<file path="src/rtl/opsb_pkg.sv">
package opsb_pkg;
    parameter int SB_IDX_W  = 5;
    parameter int SB_DATA_W = 32;
    localparam int SB_NREGS = 1 << SB_IDX_W;

    typedef logic [SB_IDX_W-1:0]  reg_idx_t;
    typedef logic [SB_DATA_W-1:0] word_t;

    typedef struct packed {
        logic     valid;
        reg_idx_t idx;
        word_t    value;
    } fwd_src_t;

    typedef struct packed {
        logic  hit;
        word_t value;
    } fwd_pick_t;

    typedef struct packed {
        logic  ready;
        word_t value;
    } opnd_res_t;

    typedef enum logic [1:0] {
        OPND_ZERO = 2'd0,
        OPND_RF   = 2'd1,
        OPND_FWD  = 2'd2,
        OPND_WAIT = 2'd3
    } opnd_src_e;

    function automatic logic is_zero_reg(reg_idx_t r);
        return r == '0;
    endfunction

    function automatic logic fwd_matches(fwd_src_t s, reg_idx_t r);
        return s.valid && (s.idx == r);
    endfunction
endpackage

</file>
<file path="src/rtl/opsb_busy_table.sv">
module opsb_busy_table
    import opsb_pkg::*;
(
    input  logic                clk,
    input  logic                rst,
    input  logic                set_en,
    input  reg_idx_t            set_idx,
    input  logic                clr_en,
    input  reg_idx_t            clr_idx,
    output logic [SB_NREGS-1:0] busy_q
);
    for (genvar g = 0; g < SB_NREGS; g++) begin : g_flag
        if (g == 0) begin : g_hard_zero
            assign busy_q[g] = 1'b0;
        end else begin : g_tracked
            logic set_hit, clr_hit, flag_q;
            assign set_hit = set_en && (set_idx == reg_idx_t'(g));
            assign clr_hit = clr_en && (clr_idx == reg_idx_t'(g));
            always_ff @(posedge clk) begin
                if (rst)
                    flag_q <= 1'b0;
                else if (set_hit)
                    flag_q <= 1'b1;
                else if (clr_hit)
                    flag_q <= 1'b0;
            end
            assign busy_q[g] = flag_q;
        end
    end
endmodule

</file>
<file path="src/rtl/opsb_fwd_select.sv">
module opsb_fwd_select
    import opsb_pkg::*;
#(
    parameter int NUM_BYP = 3
) (
    input  reg_idx_t                     want_idx,
    input  logic [NUM_BYP-1:0]           byp_valid,
    input  logic [NUM_BYP*SB_IDX_W-1:0]  byp_idx,
    input  logic [NUM_BYP*SB_DATA_W-1:0] byp_data,
    output fwd_pick_t                    pick
);
    fwd_src_t src [NUM_BYP];

    for (genvar k = 0; k < NUM_BYP; k++) begin : g_unpack
        assign src[k].valid = byp_valid[k];
        assign src[k].idx   = byp_idx[k*SB_IDX_W +: SB_IDX_W];
        assign src[k].value = byp_data[k*SB_DATA_W +: SB_DATA_W];
    end

    // Scan from the latest stage down so that the earliest match is left standing.
    always_comb begin
        pick = '0;
        for (int k = NUM_BYP - 1; k >= 0; k--) begin
            if (fwd_matches(src[k], want_idx)) begin
                pick.hit   = 1'b1;
                pick.value = src[k].value;
            end
        end
    end
endmodule

</file>
<file path="src/rtl/opsb_opnd_resolve.sv">
module opsb_opnd_resolve
    import opsb_pkg::*;
(
    input  reg_idx_t            idx,
    input  logic [SB_NREGS-1:0] busy_vec,
    input  word_t               rf_data,
    input  fwd_pick_t           fwd,
    output opnd_res_t           res
);
    opnd_src_e how;

    always_comb begin
        if (is_zero_reg(idx))
            how = OPND_ZERO;
        else if (!busy_vec[idx])
            how = OPND_RF;
        else if (fwd.hit)
            how = OPND_FWD;
        else
            how = OPND_WAIT;
    end

    always_comb begin
        unique case (how)
            OPND_ZERO: res = '{ready: 1'b1, value: '0};
            OPND_RF:   res = '{ready: 1'b1, value: rf_data};
            OPND_FWD:  res = '{ready: 1'b1, value: fwd.value};
            default:   res = '{ready: 1'b0, value: '0};
        endcase
    end
endmodule

</file>
<file path="src/rtl/operand_scoreboard.sv">
module operand_scoreboard
    import opsb_pkg::*;
#(
    parameter int NUM_BYP = 3
) (
    input  logic                         clk,
    input  logic                         rst,
    input  logic                         iss_en,
    input  logic [SB_IDX_W-1:0]          iss_rd,
    input  logic                         wb_en,
    input  logic [SB_IDX_W-1:0]          wb_rd,
    input  logic [SB_IDX_W-1:0]          src_a_idx,
    input  logic [SB_IDX_W-1:0]          src_b_idx,
    input  logic [SB_DATA_W-1:0]         rf_a_data,
    input  logic [SB_DATA_W-1:0]         rf_b_data,
    input  logic [NUM_BYP-1:0]           byp_valid,
    input  logic [NUM_BYP*SB_IDX_W-1:0]  byp_idx,
    input  logic [NUM_BYP*SB_DATA_W-1:0] byp_data,
    output logic                         stall,
    output logic                         a_ready,
    output logic                         b_ready,
    output logic [SB_DATA_W-1:0]         opnd_a,
    output logic [SB_DATA_W-1:0]         opnd_b
);
    localparam int NUM_SRC = 2;

    logic [SB_NREGS-1:0] busy_q;
    reg_idx_t            q_idx  [NUM_SRC];
    word_t               q_data [NUM_SRC];
    fwd_pick_t           q_fwd  [NUM_SRC];
    opnd_res_t           q_res  [NUM_SRC];

    opsb_busy_table u_table (
        .clk     (clk),
        .rst     (rst),
        .set_en  (iss_en),
        .set_idx (iss_rd),
        .clr_en  (wb_en),
        .clr_idx (wb_rd),
        .busy_q  (busy_q)
    );

    assign q_idx[0]  = src_a_idx;
    assign q_idx[1]  = src_b_idx;
    assign q_data[0] = rf_a_data;
    assign q_data[1] = rf_b_data;

    for (genvar s = 0; s < NUM_SRC; s++) begin : g_src
        opsb_fwd_select #(.NUM_BYP(NUM_BYP)) u_fwd (
            .want_idx  (q_idx[s]),
            .byp_valid (byp_valid),
            .byp_idx   (byp_idx),
            .byp_data  (byp_data),
            .pick      (q_fwd[s])
        );
        opsb_opnd_resolve u_res (
            .idx      (q_idx[s]),
            .busy_vec (busy_q),
            .rf_data  (q_data[s]),
            .fwd      (q_fwd[s]),
            .res      (q_res[s])
        );
    end

    assign a_ready = q_res[0].ready;
    assign b_ready = q_res[1].ready;
    assign opnd_a  = q_res[0].value;
    assign opnd_b  = q_res[1].value;
    assign stall   = !(q_res[0].ready && q_res[1].ready);
endmodule

</file>
<file path="config.mk">
export PLATFORM = sky130hd
export DESIGN_NAME = operand_scoreboard
export DESIGN_NICKNAME = d
export VERILOG_FILES = /design/src/rtl/opsb_pkg.sv /design/src/rtl/opsb_busy_table.sv /design/src/rtl/opsb_fwd_select.sv /design/src/rtl/opsb_opnd_resolve.sv /design/src/rtl/operand_scoreboard.sv
export SDC_FILE = /design/constraint.sdc
export NUM_CORES = 1
export LEC_CHECK = 0
export BUFFER_PORTS_ARGS = -buffer_cell sky130_fd_sc_hd__buf_2
export CAP_MARGIN = 0
export CORE_ASPECT_RATIO = 0.7
export CORE_MARGIN = 2
export CORE_UTILIZATION = 46
export CTS_CLUSTER_SIZE = 16
export DETAILED_ROUTE_END_ITERATION = 8
export HOLD_SLACK_MARGIN = 0.15
export PLACE_DENSITY = 0.8
export REMOVE_ABC_BUFFERS = 1
export SYNTH_ARGS = -nofsm -noshare
export SYNTH_HDL_FRONTEND = slang
export SYNTH_SLANG_ARGS = --single-unit
</file>
<file path="constraint.sdc">
create_clock -name clk -period 2 [get_ports clk]
set_input_delay 0 -clock clk [delete_from_list [all_inputs] [get_ports clk]]
set_output_delay 0 -clock clk [all_outputs]
set_load 0.005 [all_outputs]
</file>
==> flow_metrics.py <==
metrics = {
    "global_route": {
        "first_global_vias": 5872,
        "grt.overflow.total": 0,
        "globalRouteTotalUtil_pct": 34.5,
        "grt_pass1_wl_um": 30700,
        "grt_max_degree": 66,
        "antenna_found_initial": 5,
    },
    "sta": {
        "rsz0062_at_grt": "yes",
        "worstMarginPinSlew_ns": 0.651,
        "finalSetupViolations": 67,
        "fin_crit_sh_pct": 110,
        "relSlewSlack_pct": 56.3,
        "hold_viol": 0,
        "clock.fmax_mhz": 454,
        "clock_skew_ns": 0,
        "fin_ws_ns": -0.201,
        "min_period_ns": 2.20,
        "slew_viol_final": 0,
    },
    "finish": {
        "top_regs": "u_table.g_flag.g_tracked.flag_q: 31 flops",
        "syn2layout_area_growth_pct": 40.6,
        "final_nets": 1127,
        "regMostFlops": "u_table.g_flag.g_tracked.flag_q",
        "drive_gt1_share_pct": 37.3,
        "final_cell_area_um2": 6550,
        "fin_cells": 1057,
        "largest_reg_flops": 31,
    },
    "floorplanning": {
        "start_util_pct": 47.8,
        "die-area_um2": 11000,
        "die_y_um": 88.2,
        "io_pins": 269,
        "die_w_um": 124,
        "rows": 30,
        "core_um2": 9760,
    },
    "run_status": {
        "violations": "negative setup slack",
        "status": "complete, but fails checks",
    },
    "drt": {
        "drt-total-wl_um": 21200,
        "antenna_left": 0,
        "drt_iter0_markers": 726,
        "via_per_inst": 6.31,
        "via_count": 6671,
        "dr.pass1.iters": 5,
        "wire_per_inst_um": 20.0,
        "drc": 0,
    },
    "critical_path": {
        "worst_path_largest_cell_delay_ns": 0.46,
        "path_buf_inv": 2,
        "cp_top_family": "multiplexers",
        "crit_path_max_fanout": 14,
        "crit_start": "u_table.g_flag[19].g_tracked.flag_q",
        "cp_cell_sequence": "mux4_2 -> mux2i_1 -> or3_1 -> and4_4 -> buf_12 -> a311oi_2 -> a31o_2 -> buf_6",
        "critical_path.endpoint_type": "output pin",
        "slowest_stage": "mux4_2",
        "start_kind": "flip-flop",
        "arrival_ns": 2.20,
        "crit_type": "reg2out",
        "cp.required_ns": 2.00,
        "r2r_start": "u_table.g_flag[26].g_tracked.flag_q",
    },
    "placed_design": {
        "io_buffers": 268,
        "place_area_um2": 6170,
        "dp_hpwl_um": 15400,
        "dp_cells": 1034,
        "gp_congestion": 1.02,
    },
    "cts": {
        "clock_sinks": 31,
        "cts_tree": "done",
        "insertion_delay_ns": 0.27,
        "cts_buffer_depth": 2,
        "path_clk_slew_ns": 0.05,
        "root_buffer": "clkbuf_16",
        "cts_buffers": 5,
        "cts.htree.levels": 2,
    },
    "logic_synthesis": {
        "avgSynthCellArea_um2": 6.84,
        "yosysWarnings": 0,
        "async_flop_share_pct": 0,
        "syn_inst": 682,
        "synth_cell_types": 45,
        "ys_seq_elements": 31,
        "synth_flop_cell": "dfxtp_1",
        "synth_edf_count": 0,
        "ys_seq_area_share_pct": 13.3,
        "syn-cell-area_um2": 4660,
    },
    "min_path": {
        "holdCritStartpoint": "rst",
        "min_path_type": "in2reg",
    },
    "power": {
        "p_leak_uw": 0.00291,
        "powerDensity_nw_per_um2": 376,
        "vdd_ir_drop_max_mv": 0.309,
    },
    "flow_run": {
        "maxCapViolations": 0,
    },
}
## Yosys cell counts, types with 5 or more instances
cell,number,area (um^2)
a21o_1,11,82.6
a21oi_1,56,280
a311oi_1,34,298
a31o_1,29,254
and3_1,14,87.6
buf_2,28,140
buf_4,5,37.5
buf_6,5,56.3
clkbuf_1,34,128
dfxtp_1,31,621
inv_1,5,18.8
mux2i_1,42,420
nand2_1,100,375
nand2b_1,11,68.8
nand3_1,77,385
nor2_1,39,146
nor2b_1,15,93.8
nor3_1,5,25.0
o21ai_0,32,160
o21ai_1,11,55.1
o221ai_1,12,105
o2bb2ai_1,21,184
xnor2_1,6,52.6
xor2_1,18,158
## final timing paths
check,end,slack [ns],depth (start not counted)
hold reg to reg,u_table.g_flag[18].g_tracked.flag_q,0.48,2
hold / removal,u_table.g_flag[3].g_tracked.flag_q,0.22,2
setup / recovery,opnd_b[1],-0.20,8
setup reg to reg,u_table.g_flag[26].g_tracked.flag_q,1.22,2
## layout make-up
type / count / area, um^2
fill: 898 / 3210
inverter: 5 / 18.8
tap: 128 / 160
clock inverter: 1 / 5.00
sequential: 31 / 633
clock buffer: 7 / 133
antenna: 3 / 7.51
multi-input combinational: 574 / 3720
timing repair buffer: 308 / 1880
## per-layer routing
layer  GRT usage (%)  part of all wire [%]  wire [um]  vias up
met5               0                 0.061         13        -
met4            10.9                   3.3        694        2
met3            7.56                    12       2520       78
met2            55.7                    45       9490      514
met1            46.8                    40       8450     3040
li1                -                     -          -     3037
## report_power, final
group	switching, uW	internal [uW]	total, uW
Sequential	6.95	627	634
Clock	261	459	720
Combinational	570	543	1110
## cell usage in the layout, fill, tap and decap left out, types with 15 or more instances in the layout
cell / count
o2bb2ai_1: 21
o21ai_0: 32
a311oi_1: 28
xor2_1: 18
nand3_1: 76
buf_2: 267
nor2b_1: 15
nor2_1: 39
nand2_1: 100
a21oi_1: 56
buf_4: 17
mux2i_1: 42
a31o_1: 29
dfxtp_1: 21
## kinds of logic (layout without fill, tap and decap cells)
| family | count (synthesis) | in the layout | synth area share, % |
|---|---|---|---|
| and+or+nand+nor | 283 | 283 | 29.5 |
| AOI/OAI and AO/OA | 218 | 218 | 32.7 |
| buffers and inverters | 77 | 321 | 8.16 |
| muxes | 49 | 49 | 11.8 |
| DFF | 31 | 31 | 13.3 |
| xor gates and xnor gates | 24 | 24 | 4.51 |
| other | 0 | 3 | 0 |
## what timing repair did
item,CTS,global route
setup endpoints to repair,67,67
buffers inserted,0,4
resized for setup,7,18
pin swaps,0,2
cloned,0,2
hold buffers,6,0
endpoints found under the hold margin,8,0
## metrics by stage
| step | TNS [ns] | util, % | setup WS [ns] | hold WS [ns] | total power, uW |
|---|---|---|---|---|---|
| 6_report | -10.14 | 67.2 | -0.201 | 0.216 | 2470 |
| 5_1_grt | -13.74 | 67.1 | -0.260 | 0.248 | 2580 |
| 4_1_cts | -8.93 | 65.4 | -0.177 | 0.214 | 2380 |
| 3_5_place_dp | 0 | 63.3 | 0.0590 | 0.285 | 1660 |
| 3_3_place_gp | 0 | 63.3 | 0.0951 | 0.284 | 1650 |
| 2_1_floorplan | -6.85 | - | -0.230 | 0.0691 | 1070 |
Note: power is estimated with default switching activity, not from simulation.
